## src/rtl/vpd_pkg.sv

```systemverilog
package vpd_pkg;
  // Bit positions of the flags inside the conditioned vector.
  typedef enum int {
    FLAG_ARM  = 0,
    FLAG_TRIP = 1,
    FLAG_GATE = 2
  } flag_idx_e;

  localparam int NUM_FLAGS = 3;
endpackage

```

## src/rtl/vpd_conditioner.sv

```systemverilog
// Synchronizer plus run-length glitch filter, one lane per flag.
module vpd_conditioner #(
  parameter int WIDTH       = 3,
  parameter int SYNC_STAGES = 2,
  parameter int FILT_LEN    = 2
) (
  input  logic             clk,
  input  logic             rst,
  input  logic [WIDTH-1:0] raw_i,
  output logic [WIDTH-1:0] clean_o
);
  localparam int RUN_W = (FILT_LEN < 2) ? 1 : $clog2(FILT_LEN + 1);

  for (genvar b = 0; b < WIDTH; b++) begin : g_lane
    logic [SYNC_STAGES-1:0] sync_q;
    logic [RUN_W-1:0]       run_q;
    logic                   level_q;
    logic                   synced;

    assign synced = sync_q[SYNC_STAGES-1];

    always_ff @(posedge clk) begin
      if (rst) begin
        sync_q  <= '0;
        run_q   <= '0;
        level_q <= 1'b0;
      end else begin
        sync_q <= {sync_q[SYNC_STAGES-2:0], raw_i[b]};
        if (synced == level_q) begin
          run_q <= '0;
        end else if (run_q == RUN_W'(FILT_LEN - 1)) begin
          level_q <= synced;
          run_q   <= '0;
        end else begin
          run_q <= run_q + RUN_W'(1);
        end
      end
    end

    assign clean_o[b] = level_q;
  end
endmodule

```

## src/rtl/vpd_mask_timer.sv

```systemverilog
// Blanking window opened by a gate turn-off event.
module vpd_mask_timer #(
  parameter int MASK_CYC = 200
) (
  input  logic clk,
  input  logic rst,
  input  logic start_i,
  output logic active_o
);
  localparam int CW = $clog2(MASK_CYC + 1);

  logic [CW-1:0] left_q;

  always_ff @(posedge clk) begin
    if (rst) begin
      left_q <= '0;
    end else if (start_i) begin
      left_q <= CW'(MASK_CYC);
    end else if (left_q != '0) begin
      left_q <= left_q - CW'(1);
    end
  end

  assign active_o = start_i | (left_q != '0);
endmodule

```

## src/rtl/vpd_delay.sv

```systemverilog
// Fixed delay from an accepted crossing to the registered pulse; a new start restarts it.
module vpd_delay #(
  parameter int DELAY_CYC = 50
) (
  input  logic clk,
  input  logic rst,
  input  logic start_i,
  output logic busy_o,
  output logic pulse_o
);
  localparam int CW = $clog2(DELAY_CYC + 1);

  logic [CW-1:0] cnt_q;
  logic          busy_q;
  logic          pulse_q;

  always_ff @(posedge clk) begin
    if (rst) begin
      cnt_q   <= '0;
      busy_q  <= 1'b0;
      pulse_q <= 1'b0;
    end else begin
      pulse_q <= 1'b0;
      if (start_i) begin
        cnt_q  <= CW'(DELAY_CYC);
        busy_q <= 1'b1;
      end else if (busy_q) begin
        if (cnt_q == CW'(1)) begin
          pulse_q <= 1'b1;
          busy_q  <= 1'b0;
          cnt_q   <= '0;
        end else begin
          cnt_q <= cnt_q - CW'(1);
        end
      end
    end
  end

  assign busy_o  = busy_q;
  assign pulse_o = pulse_q;
endmodule

```

## src/rtl/valley_detector.sv

```systemverilog
module valley_detector
  import vpd_pkg::*;
#(
  parameter int DELAY_CYC   = 50,
  parameter int MASK_CYC    = 200,
  parameter int FILT_LEN    = 2,
  parameter int SYNC_STAGES = 2
) (
  input  logic clk,
  input  logic rst,
  input  logic arm_flag_i,
  input  logic trip_flag_i,
  input  logic gate_i,
  output logic valley_o,
  output logic armed_o
);
  logic [NUM_FLAGS-1:0] raw;
  logic [NUM_FLAGS-1:0] clean;
  logic [NUM_FLAGS-1:0] clean_q;

  always_comb begin
    raw            = '0;
    raw[FLAG_ARM]  = arm_flag_i;
    raw[FLAG_TRIP] = trip_flag_i;
    raw[FLAG_GATE] = gate_i;
  end

  vpd_conditioner #(
    .WIDTH      (NUM_FLAGS),
    .SYNC_STAGES(SYNC_STAGES),
    .FILT_LEN   (FILT_LEN)
  ) i_cond (
    .clk    (clk),
    .rst    (rst),
    .raw_i  (raw),
    .clean_o(clean)
  );

  always_ff @(posedge clk) begin
    if (rst) clean_q <= '0;
    else     clean_q <= clean;
  end

  logic arm_rise;
  logic trip_fall;
  logic gate_fall;
  logic gate_lvl;

  assign arm_rise  =  clean[FLAG_ARM]  & ~clean_q[FLAG_ARM];
  assign trip_fall = ~clean[FLAG_TRIP] &  clean_q[FLAG_TRIP];
  assign gate_fall = ~clean[FLAG_GATE] &  clean_q[FLAG_GATE];
  assign gate_lvl  =  clean[FLAG_GATE];

  logic mask_active;

  vpd_mask_timer #(.MASK_CYC(MASK_CYC)) i_mask (
    .clk     (clk),
    .rst     (rst),
    .start_i (gate_fall),
    .active_o(mask_active)
  );

  // Arm state: set by a rising arm edge, cleared by any falling trip edge.
  logic armed_q;
  always_ff @(posedge clk) begin
    if (rst)            armed_q <= 1'b0;
    else if (trip_fall) armed_q <= 1'b0;
    else if (arm_rise)  armed_q <= 1'b1;
  end

  logic accept;
  assign accept = trip_fall & armed_q & ~gate_lvl & ~mask_active;

  logic dly_busy;
  logic dly_pulse;

  vpd_delay #(.DELAY_CYC(DELAY_CYC)) i_dly (
    .clk    (clk),
    .rst    (rst),
    .start_i(accept),
    .busy_o (dly_busy),
    .pulse_o(dly_pulse)
  );

  assign valley_o = dly_pulse;
  assign armed_o  = armed_q;
endmodule

```

## config.mk

```make
export PLATFORM = sky130hd
export DESIGN_NAME = valley_detector
export DESIGN_NICKNAME = d
export VERILOG_FILES = /design/src/rtl/vpd_pkg.sv /design/src/rtl/vpd_conditioner.sv /design/src/rtl/vpd_mask_timer.sv /design/src/rtl/vpd_delay.sv /design/src/rtl/valley_detector.sv
export SDC_FILE = /design/constraint.sdc
export NUM_CORES = 1
export LEC_CHECK = 0
export ABC_AREA = 1
export BUFFER_PORTS_ARGS = -buffer_cell sky130_fd_sc_hd__buf_4
export CAP_MARGIN = 20
export CORE_UTILIZATION = 31
export CTS_CLUSTER_DIAMETER = 40
export DETAILED_ROUTE_END_ITERATION = 10
export PLACE_DENSITY = 0.57
export SLEW_MARGIN = 20
export SYNTH_ARGS = -nofsm -noshare
export SYNTH_HDL_FRONTEND = slang
export SYNTH_SLANG_ARGS = --single-unit
```

## constraint.sdc

```tcl
create_clock -name clk -period 1.23 [get_ports clk]
set_clock_uncertainty 0.1 [all_clocks]
set_input_delay 0.123 -clock clk [delete_from_list [all_inputs] [get_ports clk]]
set_output_delay 0.123 -clock clk [all_outputs]
set_load 0.05 [all_outputs]
```

==> results by group <==
Timing
  – Final hold violation count: 0
  – RSZ-0062 raised after global routing: true
  – Setup TNS Final: -0.0203 ns
  – Tmin final: 1.24 ns
  – Slew Limit Fails: 0
  – Setup WS post-layout: -0.0144 ns
  – Crit share post-route: 101%
  – Max_slew headroom: 85.3%
  – FMAX: 804 MHz
  – Final setup viols: 2
  – Worst-Margin Slew: 0.219 ns

Final layout
  – Area occupied by multi-input gates: 689 µm²
  – Area growth syn-to-layout: 33.2%
  – Layout cells sized above 1: 27.9%
  – Register area: 706 µm²
  – Layout Nets: 240
  – # diodes: 0
  – Fill cells: 457

Setup path
  – Worst endpoint required time: 1.35 ns
  – Cell Chain, Critical Path: inv_2 > buf_4 > nand2_1 > nor2_2 > nand3_1 > nor2_1 > nor2_1 > nor2_1
  – Worst R2R Path Depth: 8
  – Largest delay share family, worst path: simple AND/OR/NAND/NOR gates
  – CP Launch Type: flip-flop
  – Worst Path Buf+Inv: 2
  – Crit path DAT: 1.37 ns
  – Crit end category: flip-flop
  – RR Endpoint: i_mask.left_q[7]
  – Slowest-stage cell, CP: dfxtp_2
  – Worst-path maximum fanout: 3
  – CP dominant cell by count: nor2_1
  – CP peak stage delay: 0.33 ns
  – CP Class: reg2reg
  – R2R Path Start: i_mask.left_q[1]
  – Setup slack, reg-to-reg: -0.01 ns

Drt
  – Post-route DRC: 0
  – Final Routed Wirelength: 2690 µm
  – DRT iter0 DRCs: 46
  – Via density: 4.36
  – DR pass1 iterations: 6
  – Via count: 1225
  – ANT nets after route: 0
  – WL/cell: 9.56 µm

Worst hold path
  – Hold path start: i_cond.g_lane[1].sync_q[0]
  – HP Class: reg2reg
  – Worst Hold Path EP: i_cond.g_lane[1].sync_q[1]
  – Hold Path Depth: 2

Synth
  – Top post-synthesis cells by area: dfxtp_1, nor2_1, nand2_1, inv_1, ha_1
  – Yosys warns: 0
  – Number of enable flip-flop cells after synthesis: 0
  – Synth Register Bits: 35
  – Cell area after synthesis: 1460 µm²
  – Synth cell types: 24
  – Post-Syn Instances: 192
  – Synthesized area per cell: 7.60 µm²
  – Async S/R FF share, synth: 0%
  – Yosys top cell area share: 48.0%
  – Cell taking the most area after synthesis: dfxtp_1
  – Register area share after synthesis: 48.0%
  – Syn_nets: 203
  – Synth Flop Type: dfxtp_1

Clock network
  – Clock root buffer: clkbuf_8
  – Clock Pin Slew Worst Setup and Hold Paths: 0.07 ns
  – Worst skew pair latency: 0.29 ns
  – # H-tree levels: 2
  – CTS tree: built
  – TritonCTS buffer count: 5
  – Clk sinks: 35
  – Clk buf depth: 2

Placement
  – Dpl ws: -0.0398 ns
  – Detailed placement HPWL: 1910 µm
  – Placer Congestion: 0.764
  – Port bufs: 6

Global routing
  – Pin count of the biggest net entering global routing: 13
  – Vias in the first global route: 1107
  – Tot GR Track Use: 12.0%
  – Antenna violations before repair: 0
  – Grt total ovfl: 0
  – First-pass GRT wire length: 4640 µm

Floorplanning
  – Core box area: 4440 µm²
  – Initial core utilization: 32.9%
  – Die W: 70.6 µm
  – Ports: 7
  – Die Area: 4990 µm²
  – Die Y: 70.6 µm
  – Rows: 24

Power and ir drop
  – Cell leakage power: 0.880 nW
  – Pwr dens: 1970 nW/µm²
  – Peak VDD IR: 0.818 mV

Run status
  – Status: finished with violations
  – Failing checks: setup timing

Job
  – Max-cap violations: 0
==> per-stage QoR <==
step                      power [mW]  cells  hold slack [ns]  util, %  cell area [µm²]
final                           3.83    281            0.307     43.8             1940
after global routing            4.08    281            0.344     43.8             1940
after CTS                       3.82    280            0.306     42.8             1900
after detailed placement        2.69    268            0.231     38.8             1730
after global placement          2.69    268            0.222     38.8             1730
after floorplan                 2.24    192            0.130        -             1470
==> worst reg2reg max path, cell delays in order (launching register included) <==
cell and delay, ns:
dfxtp_2 0.33, inv_2 0.07, buf_4 0.11, nand2_1 0.05, nor2_2 0.15, nand3_1 0.11
nor2_1 0.11, nor2_1 0.05, nor2_1 0.09
==> report_power, final <==
part / total, mW / leakage [nW] / switching, mW / internal, mW
registers: 1.38 / 0.287 / 0.0985 / 1.28
clock network: 1.00 / 0.0502 / 0.411 / 0.592
logic: 1.45 / 0.542 / 0.744 / 0.703
total: 3.83 / 0.880 / 1.25 / 2.57
==> metal layers <==
layer | up-vias | wire (µm) | global-route usage [%]
li1 | 670 | - | -
met1 | 539 | 1430 | 15.6
met2 | 12 | 1130 | 17.3
met3 | 4 | 77 | 4.27
met4 | 0 | 45 | 6.67
met5 | - | 0 | 0
==> sequential cells by signal, summed over array words and instances, names as in the netlist <==
signal and count:
armed_o 1, i_mask.left_q 8, i_cond.g_lane.sync_q 6, i_dly.pulse_o 1, i_cond.g_lane.level_q 3, i_dly.busy_o 1
i_dly.cnt_q 6, i_cond.g_lane.run_q 6, clean_q 3
==> worst max path at each step <==
stage,depth (start not counted),start,slack (ns),to
after floorplan,7,i_mask.left_q[0],0.001,i_dly.pulse_o
after global placement,7,i_mask.left_q[1],-0.03,i_dly.cnt_q[2]
after detailed placement,7,i_mask.left_q[1],-0.04,i_dly.pulse_o
after CTS,8,i_mask.left_q[1],-0.02,i_dly.cnt_q[5]
after global routing,8,i_mask.left_q[1],-0.1,i_dly.cnt_q[4]
final,8,i_mask.left_q[1],-0.01,i_mask.left_q[7]
==> logic make-up (layout without fill, tap and decap cells) <==
kind of cell	Yosys count	count (layout)	share of synthesized area, %
adders and majority gates	6	6	5.14
xor gates and xnor gates	3	3	1.80
DFF	35	35	48.0
buffers and inverters	33	70	8.65
AOI/OAI and AO/OA	27	27	10.4
and+or+nand+nor	88	88	26.1
==> final cells by class <==
cell class                      count  area share, %
Clock buffer                        5           3.54
Inverter                           30           5.79
Timing Repair Buffer               33           13.6
Clock inverter                      2           1.93
Sequential cell                    35           36.3
Multi-Input combinational cell    124           35.5
Tap cell                           52           3.35
==> repair_timing <==
| action | 4_1_cts | 5_1_grt |
|---|---|---|
| hold buffers | 4 | 0 |
| hold endpoints to repair | 6 | 0 |
| buffers inserted | 1 | 1 |
| resized for setup | 8 | 11 |
| pin swaps | 5 | 13 |
| setup endpoints to repair | 10 | 18 |
==> cell usage in the layout (no fill, tap or decap), drive strengths merged, types with 5 or more instances in the layout <==
cell    Yosys  layout
dfxtp      35      35
inv        30      30
nand3       8       8
buf         3      29
a21oi      14      14
ha          6       6
nand2      33      33
o21ai       8       8
nor2       41      41
clkbuf      0       5
==> synth_stat cells, drive strengths merged (2+ instances only) <==
| master | n |
|---|---|
| nand2 | 33 |
| xor2 | 2 |
| nor2 | 41 |
| buf | 3 |
| dfxtp | 35 |
| o21ai | 8 |
| nand3 | 8 |
| o211ai | 4 |
| a21oi | 14 |
| inv | 30 |
| ha | 6 |
| nor3 | 4 |
Note: power is estimated with default switching activity, not from simulation.
